**src/rtl/lsu_lane_be.sv**
```systemverilog
module lsu_lane_be #(
  parameter int DW = 32,
  parameter int OW = 16
) (
  input  logic          clk,
  input  logic          rst_n,
  input  logic          req_valid,
  input  logic          req_we,
  input  logic [1:0]    req_size,
  input  logic          req_unsigned,
  input  logic [DW-1:0] base_addr,
  input  logic [OW-1:0] disp,
  input  logic [DW-1:0] store_data,
  output logic          mem_req,
  output logic          mem_we,
  output logic [DW-1:0] mem_addr,
  output logic [3:0]    mem_be,
  output logic [DW-1:0] mem_wdata,
  output logic          misalign,
  input  logic [DW-1:0] mem_rdata,
  output logic          load_valid,
  output logic [DW-1:0] load_data
);
  localparam logic [1:0] SZ_B = 2'd0;
  localparam logic [1:0] SZ_H = 2'd1;

  logic [DW-1:0] ea;
  logic          bad;
  logic [3:0]    be_raw;
  logic [1:0]    ld_size, ld_off;
  logic          ld_uns;
  logic [7:0]    rb;
  logic [15:0]   rh;

  assign ea       = base_addr + {{(DW-OW){disp[OW-1]}}, disp};
  assign mem_addr = {ea[DW-1:2], 2'b00};

  always_comb begin
    case (req_size)
      SZ_B:    bad = 1'b0;
      SZ_H:    bad = ea[0];
      default: bad = |ea[1:0];
    endcase
  end

  always_comb begin
    case (req_size)
      SZ_B:    be_raw = 4'b1000 >> ea[1:0];
      SZ_H:    be_raw = ea[1] ? 4'b0011 : 4'b1100;
      default: be_raw = 4'b1111;
    endcase
  end

  assign misalign = req_valid & bad;
  assign mem_req  = req_valid & ~bad;
  assign mem_we   = mem_req & req_we;
  assign mem_be   = mem_req ? be_raw : 4'b0000;

  always_comb begin
    case (req_size)
      SZ_B:    mem_wdata = {4{store_data[7:0]}};
      SZ_H:    mem_wdata = {2{store_data[15:0]}};
      default: mem_wdata = store_data;
    endcase
  end

  always_ff @(posedge clk or negedge rst_n) begin
    if (!rst_n) begin
      load_valid <= 1'b0;
      ld_size    <= 2'd0;
      ld_off     <= 2'd0;
      ld_uns     <= 1'b0;
    end else begin
      load_valid <= mem_req & ~req_we;
      if (mem_req && !req_we) begin
        ld_size <= req_size;
        ld_off  <= ea[1:0];
        ld_uns  <= req_unsigned;
      end
    end
  end

  assign rb = 8'(mem_rdata >> {~ld_off, 3'b000});
  assign rh = ld_off[1] ? mem_rdata[15:0] : mem_rdata[31:16];

  always_comb begin
    case (ld_size)
      SZ_B:    load_data = {{(DW-8){rb[7] & ~ld_uns}}, rb};
      SZ_H:    load_data = {{(DW-16){rh[15] & ~ld_uns}}, rh};
      default: load_data = mem_rdata;
    endcase
  end

  p_misalign_quiet_r6: assert property (@(posedge clk) disable iff (!rst_n)
    misalign |-> (mem_be == 4'b0000 && !mem_req && !mem_we));
  p_byte_one_lane_r2: assert property (@(posedge clk) disable iff (!rst_n)
    (mem_req && req_size == 2'd0) |-> $countones(mem_be) == 1);
  p_byte_never_bad_r6: assert property (@(posedge clk) disable iff (!rst_n)
    (req_valid && req_size == 2'd0) |-> !misalign);
  p_load_follows_req_r7: assert property (@(posedge clk) disable iff (!rst_n)
    (mem_req && !req_we) |=> load_valid);
  p_no_spurious_load_r7: assert property (@(posedge clk) disable iff (!rst_n)
    !(mem_req && !req_we) |=> !load_valid);
  p_ubyte_zero_r9: assert property (@(posedge clk) disable iff (!rst_n)
    (mem_req && !req_we && req_size == 2'd0 && req_unsigned) |=> load_data[31:8] == 24'd0);
endmodule

```
**config.mk**
```make
export PLATFORM = sky130hd
export DESIGN_NAME = lsu_lane_be
export DESIGN_NICKNAME = d
export VERILOG_FILES = /design/src/rtl/lsu_lane_be.sv
export SDC_FILE = /design/constraint.sdc
export NUM_CORES = 1
export LEC_CHECK = 0
export BUFFER_PORTS_ARGS = -buffer_cell sky130_fd_sc_hd__buf_2
export CAP_MARGIN = 20
export CORE_ASPECT_RATIO = 0.7
export CORE_MARGIN = 3
export CORE_UTILIZATION = 47
export CTS_BUF_LIST = sky130_fd_sc_hd__clkbuf_4 sky130_fd_sc_hd__clkbuf_8 sky130_fd_sc_hd__clkbuf_16
export CTS_CLUSTER_SIZE = 25
export DETAILED_ROUTE_END_ITERATION = 6
export PLACE_DENSITY = 0.89
export REMOVE_ABC_BUFFERS = 1
export SETUP_SLACK_MARGIN = 0.5
export SYNTH_ARGS = -nofsm -noshare
export SYNTH_HDL_FRONTEND = slang
export SYNTH_SLANG_ARGS = --single-unit
```
**constraint.sdc**
```tcl
create_clock -name clk -period 6.8 [get_ports clk]
set_input_delay 0.34 -clock clk [delete_from_list [all_inputs] [get_ports clk]]
set_output_delay 0.34 -clock clk [all_outputs]
set_load 0.02 [all_outputs]
```
==> flow_summary_export.csv <==
group,metric,value,unit
logic_synthesis,yosysUniqueCellTypes,62,
setup_path,cp-start-kind,"input pin",
setup_path,startpoint,"base_addr[0]",
logic_synthesis,syn_area,0.003342,mm^2
clock_tree,clock_latency,0.22,ns
job,drv_cap,0,
global_routing,grt.total_usage,27.20,%
clock_tree,cts-root-buf,"clkbuf_8",
setup_path,r2r_end,"ld_off[1]",
die,start_util,49.01,%
global_routing,grt_pass1_vias,3821,
global_routing,gr-total-overflow,0,
clock_tree,post_cts_buffers,0,
detailed_routing,vias,4168,
logic_synthesis,synth.top_cell.area_share,11.61,%
place,place.gp.congestion,1.075,
setup_path,crit_chain,"buf_2 -> ha_1 -> inv_1 -> fa_1 -> nor2b_1 -> o2111ai_2 -> a311oi_1 -> nor2_1 -> o31ai_1 -> a31oi_1 -> xnor2_1 -> buf_2",
setup_path,r2r_cells,2,
logic_synthesis,synth_ff_type,"dfrtp_1",
die,core,0.006819,mm^2
detailed_routing,via_per_inst,5.733,
die,die_area,0.008174,mm^2
clock_tree,ctsHoldBuffers,1,
timing,slew_headroom,30.99,%
timing,period_share,48.53,%
detailed_routing,drc,0,
logic_synthesis,yosys-top-cells-count,"nand2_1 (87), buf_4 (40), ha_1 (31)",
die,num_rows,25,
clock_tree,cts.clk_slew.worst_paths,0.04,ns
logic_synthesis,ys_ff_latch,6,
logic_synthesis,synth_most_common_cell,"nand2_1",
clock_tree,post_cts_resized,0,
setup_path,arrival,2.96,ns
die,num_io_pins,223,
die,dieHeight,76.55,um
place,dpl.hpwl,10120,um
setup_path,worstPathMaxFanout,4,
worst_hold_path,hp-class,"in2reg",
place,portBuffers,220,
logic_synthesis,synth.avg_cell_area,7.156,um^2
worst_hold_path,worstHoldPathCells,3,
timing,fin_crit,3.300,ns
detailed_routing,first_pass_iters,5,
final_layout,layout.nets,786,
timing,hold_violations,0,
power_and_ir_drop,p_per_area,194.5,mW/mm^2
timing,slew_violations,0,
setup_path,crit_path_frequent_cell,"buf_2",
final_layout,layout-drive-gt1-share,41.71,%
logic_synthesis,synth-seq-area-share,4.493,%
clock_tree,cts_tree,"yes",
logic_synthesis,synth-edff-count,0,
timing,max_freq,0.3030,GHz
detailed_routing,ant_nets,0,
setup_path,max_stage_delay,0.51,ns
setup_path,required,6.46,ns
detailed_routing,drtIter0Drc,309,
clock_tree,cts.path.max_buffers,2,
clock_tree,cts.sinks,6,
setup_path,crit_slowest_cell,"o31ai_1",
final_layout,diodes,0,
timing,setup_viol,0,
clock_tree,htreeDepth,1,
logic_synthesis,synth_cells,467,
logic_synthesis,async_flop_share,100.0,%
run_status,status,"complete, no violations",
timing,whs,0.3384,ns
setup_path,r2r-start,"ld_off[1]",
global_routing,antenna_found_initial,0,
logic_synthesis,yosys_warnings,0,
setup_path,worstSetupEndpoint,"mem_addr[26]",
timing,clock_skew,0,ns
global_routing,grt_max_degree,31,
power_and_ir_drop,total_power,826.3,uW
logic_synthesis,synth_area_leaders,"ha_1 (12%), nand2_1 (9.8%), buf_4 (9.0%)",
timing,worstMarginPinSlew,1.031,ns
logic_synthesis,synth_top_area_cell,"ha_1",
clock_tree,cts_made_buffers,3,
detailed_routing,wirelength,11990,um
power_and_ir_drop,leakage,2.286,nW
setup_path,cp-end-kind,"primary output",
setup_path,r2r_slack,5.67,ns
power_and_ir_drop,peakVddDrop,0.00009374,V
timing,setup_tns,0,ns
final_layout,syn2layout_area_growth,27.14,%
detailed_routing,wl_per_cell,16.49,um
timing,rsz0062_at_grt,"no",
die,die_w,106.8,um
setup_path,path_class,"in2out",
global_routing,grt_pass1_wl,18690,um
registers in the layout, summed over array words and instances, names as in the netlist:
| register | cells |
|---|---|
| ld_off | 2 |
| ld_size | 2 |
| ld_uns | 1 |
| load_valid | 1 |
power breakdown:
| group | internal (mW) | switching [mW] |
|---|---|---|
| sequential | 0.0432 | 0.0181 |
| combinational | 0.262 | 0.449 |
| clock | 0.0380 | 0.0152 |
worst min-delay path by stage:
stage,startpoint,to,slack (ns)
after global routing,req_unsigned,ld_uns,0.35
after floorplan,rst_n,ld_off[0],0.04
after detailed placement,rst_n,load_valid,0.17
after global placement,rst_n,load_valid,0.17
final,req_unsigned,ld_uns,0.34
after CTS,req_unsigned,ld_uns,0.33
cell type report:
type,count,area (um^2)
multi-input cells,388,2765
repair buffers,223,1126
inverters,13,48.80
fillers,630,2570
clock buffers,3,41.29
flip-flops and latches,6,150.1
well taps,94,117.6
layer usage:
metal | vias up | global-route usage [%] | wire [um]
met5 | - | 0 | 0
met4 | 0 | 5.109 | 196
met3 | 24 | 2.710 | 1024
met2 | 228 | 46.73 | 5636
met1 | 1916 | 36.99 | 5133
li1 | 2000 | - | -
critical path, delay by kind of cell:
kind	cells	cell delay, ns
AO/OA/AOI/OAI	4	1.21
adder cells (fa/ha/maj)	2	0.60
buffers and inverters	3	0.34
AND/OR/NAND/NOR	2	0.32
XOR/XNOR	1	0.15
cells by family after synthesis:
group / after synthesis / synth area share [%]
buffers and inverters: 74 / 12.88
AND/OR/NAND/NOR: 138 / 17.82
other: 1 / 0.1122
AO/OA/AOI/OAI: 150 / 32.65
XOR/XNOR: 32 / 8.386
flip-flops: 6 / 4.493
multiplexers: 34 / 11.46
adder cells (fa/ha/maj): 32 / 12.21
stage by stage:
| stage | util [%] | cell area (um^2) | setup slack (ns) | std cells |
|---|---|---|---|---|
| 2_1_floorplan | - | 2964 | 3.894 | 407 |
| 3_3_place_gp | 61.56 | 4198 | 3.677 | 723 |
| 3_5_place_dp | 61.56 | 4198 | 3.562 | 723 |
| 4_1_cts | 62.31 | 4249 | 3.536 | 727 |
| 5_1_grt | 62.31 | 4249 | 3.280 | 727 |
| 6_report | 62.31 | 4249 | 3.500 | 727 |
placed cells by master, fill, tap and decap left out, types with 4 or more instances in the layout:
cell	netlist	final
a21o_1	17	17
a21oi_1	28	28
a22oi_1	14	14
a31oi_1	8	8
and2_1	4	4
buf_2	2	220
dfrtp_1	6	6
ha_1	31	31
inv_1	13	13
mux2_2	24	24
mux2i_1	9	9
nand2_1	87	87
nand3_1	4	4
nor2_1	21	21
nor2b_1	4	4
nor3_1	4	4
o211ai_1	12	12
o21a_1	7	7
o21ai_0	28	28
xnor2_1	18	18
xor2_1	14	14
No activity file was read; power rests on OpenSTA's default activity.
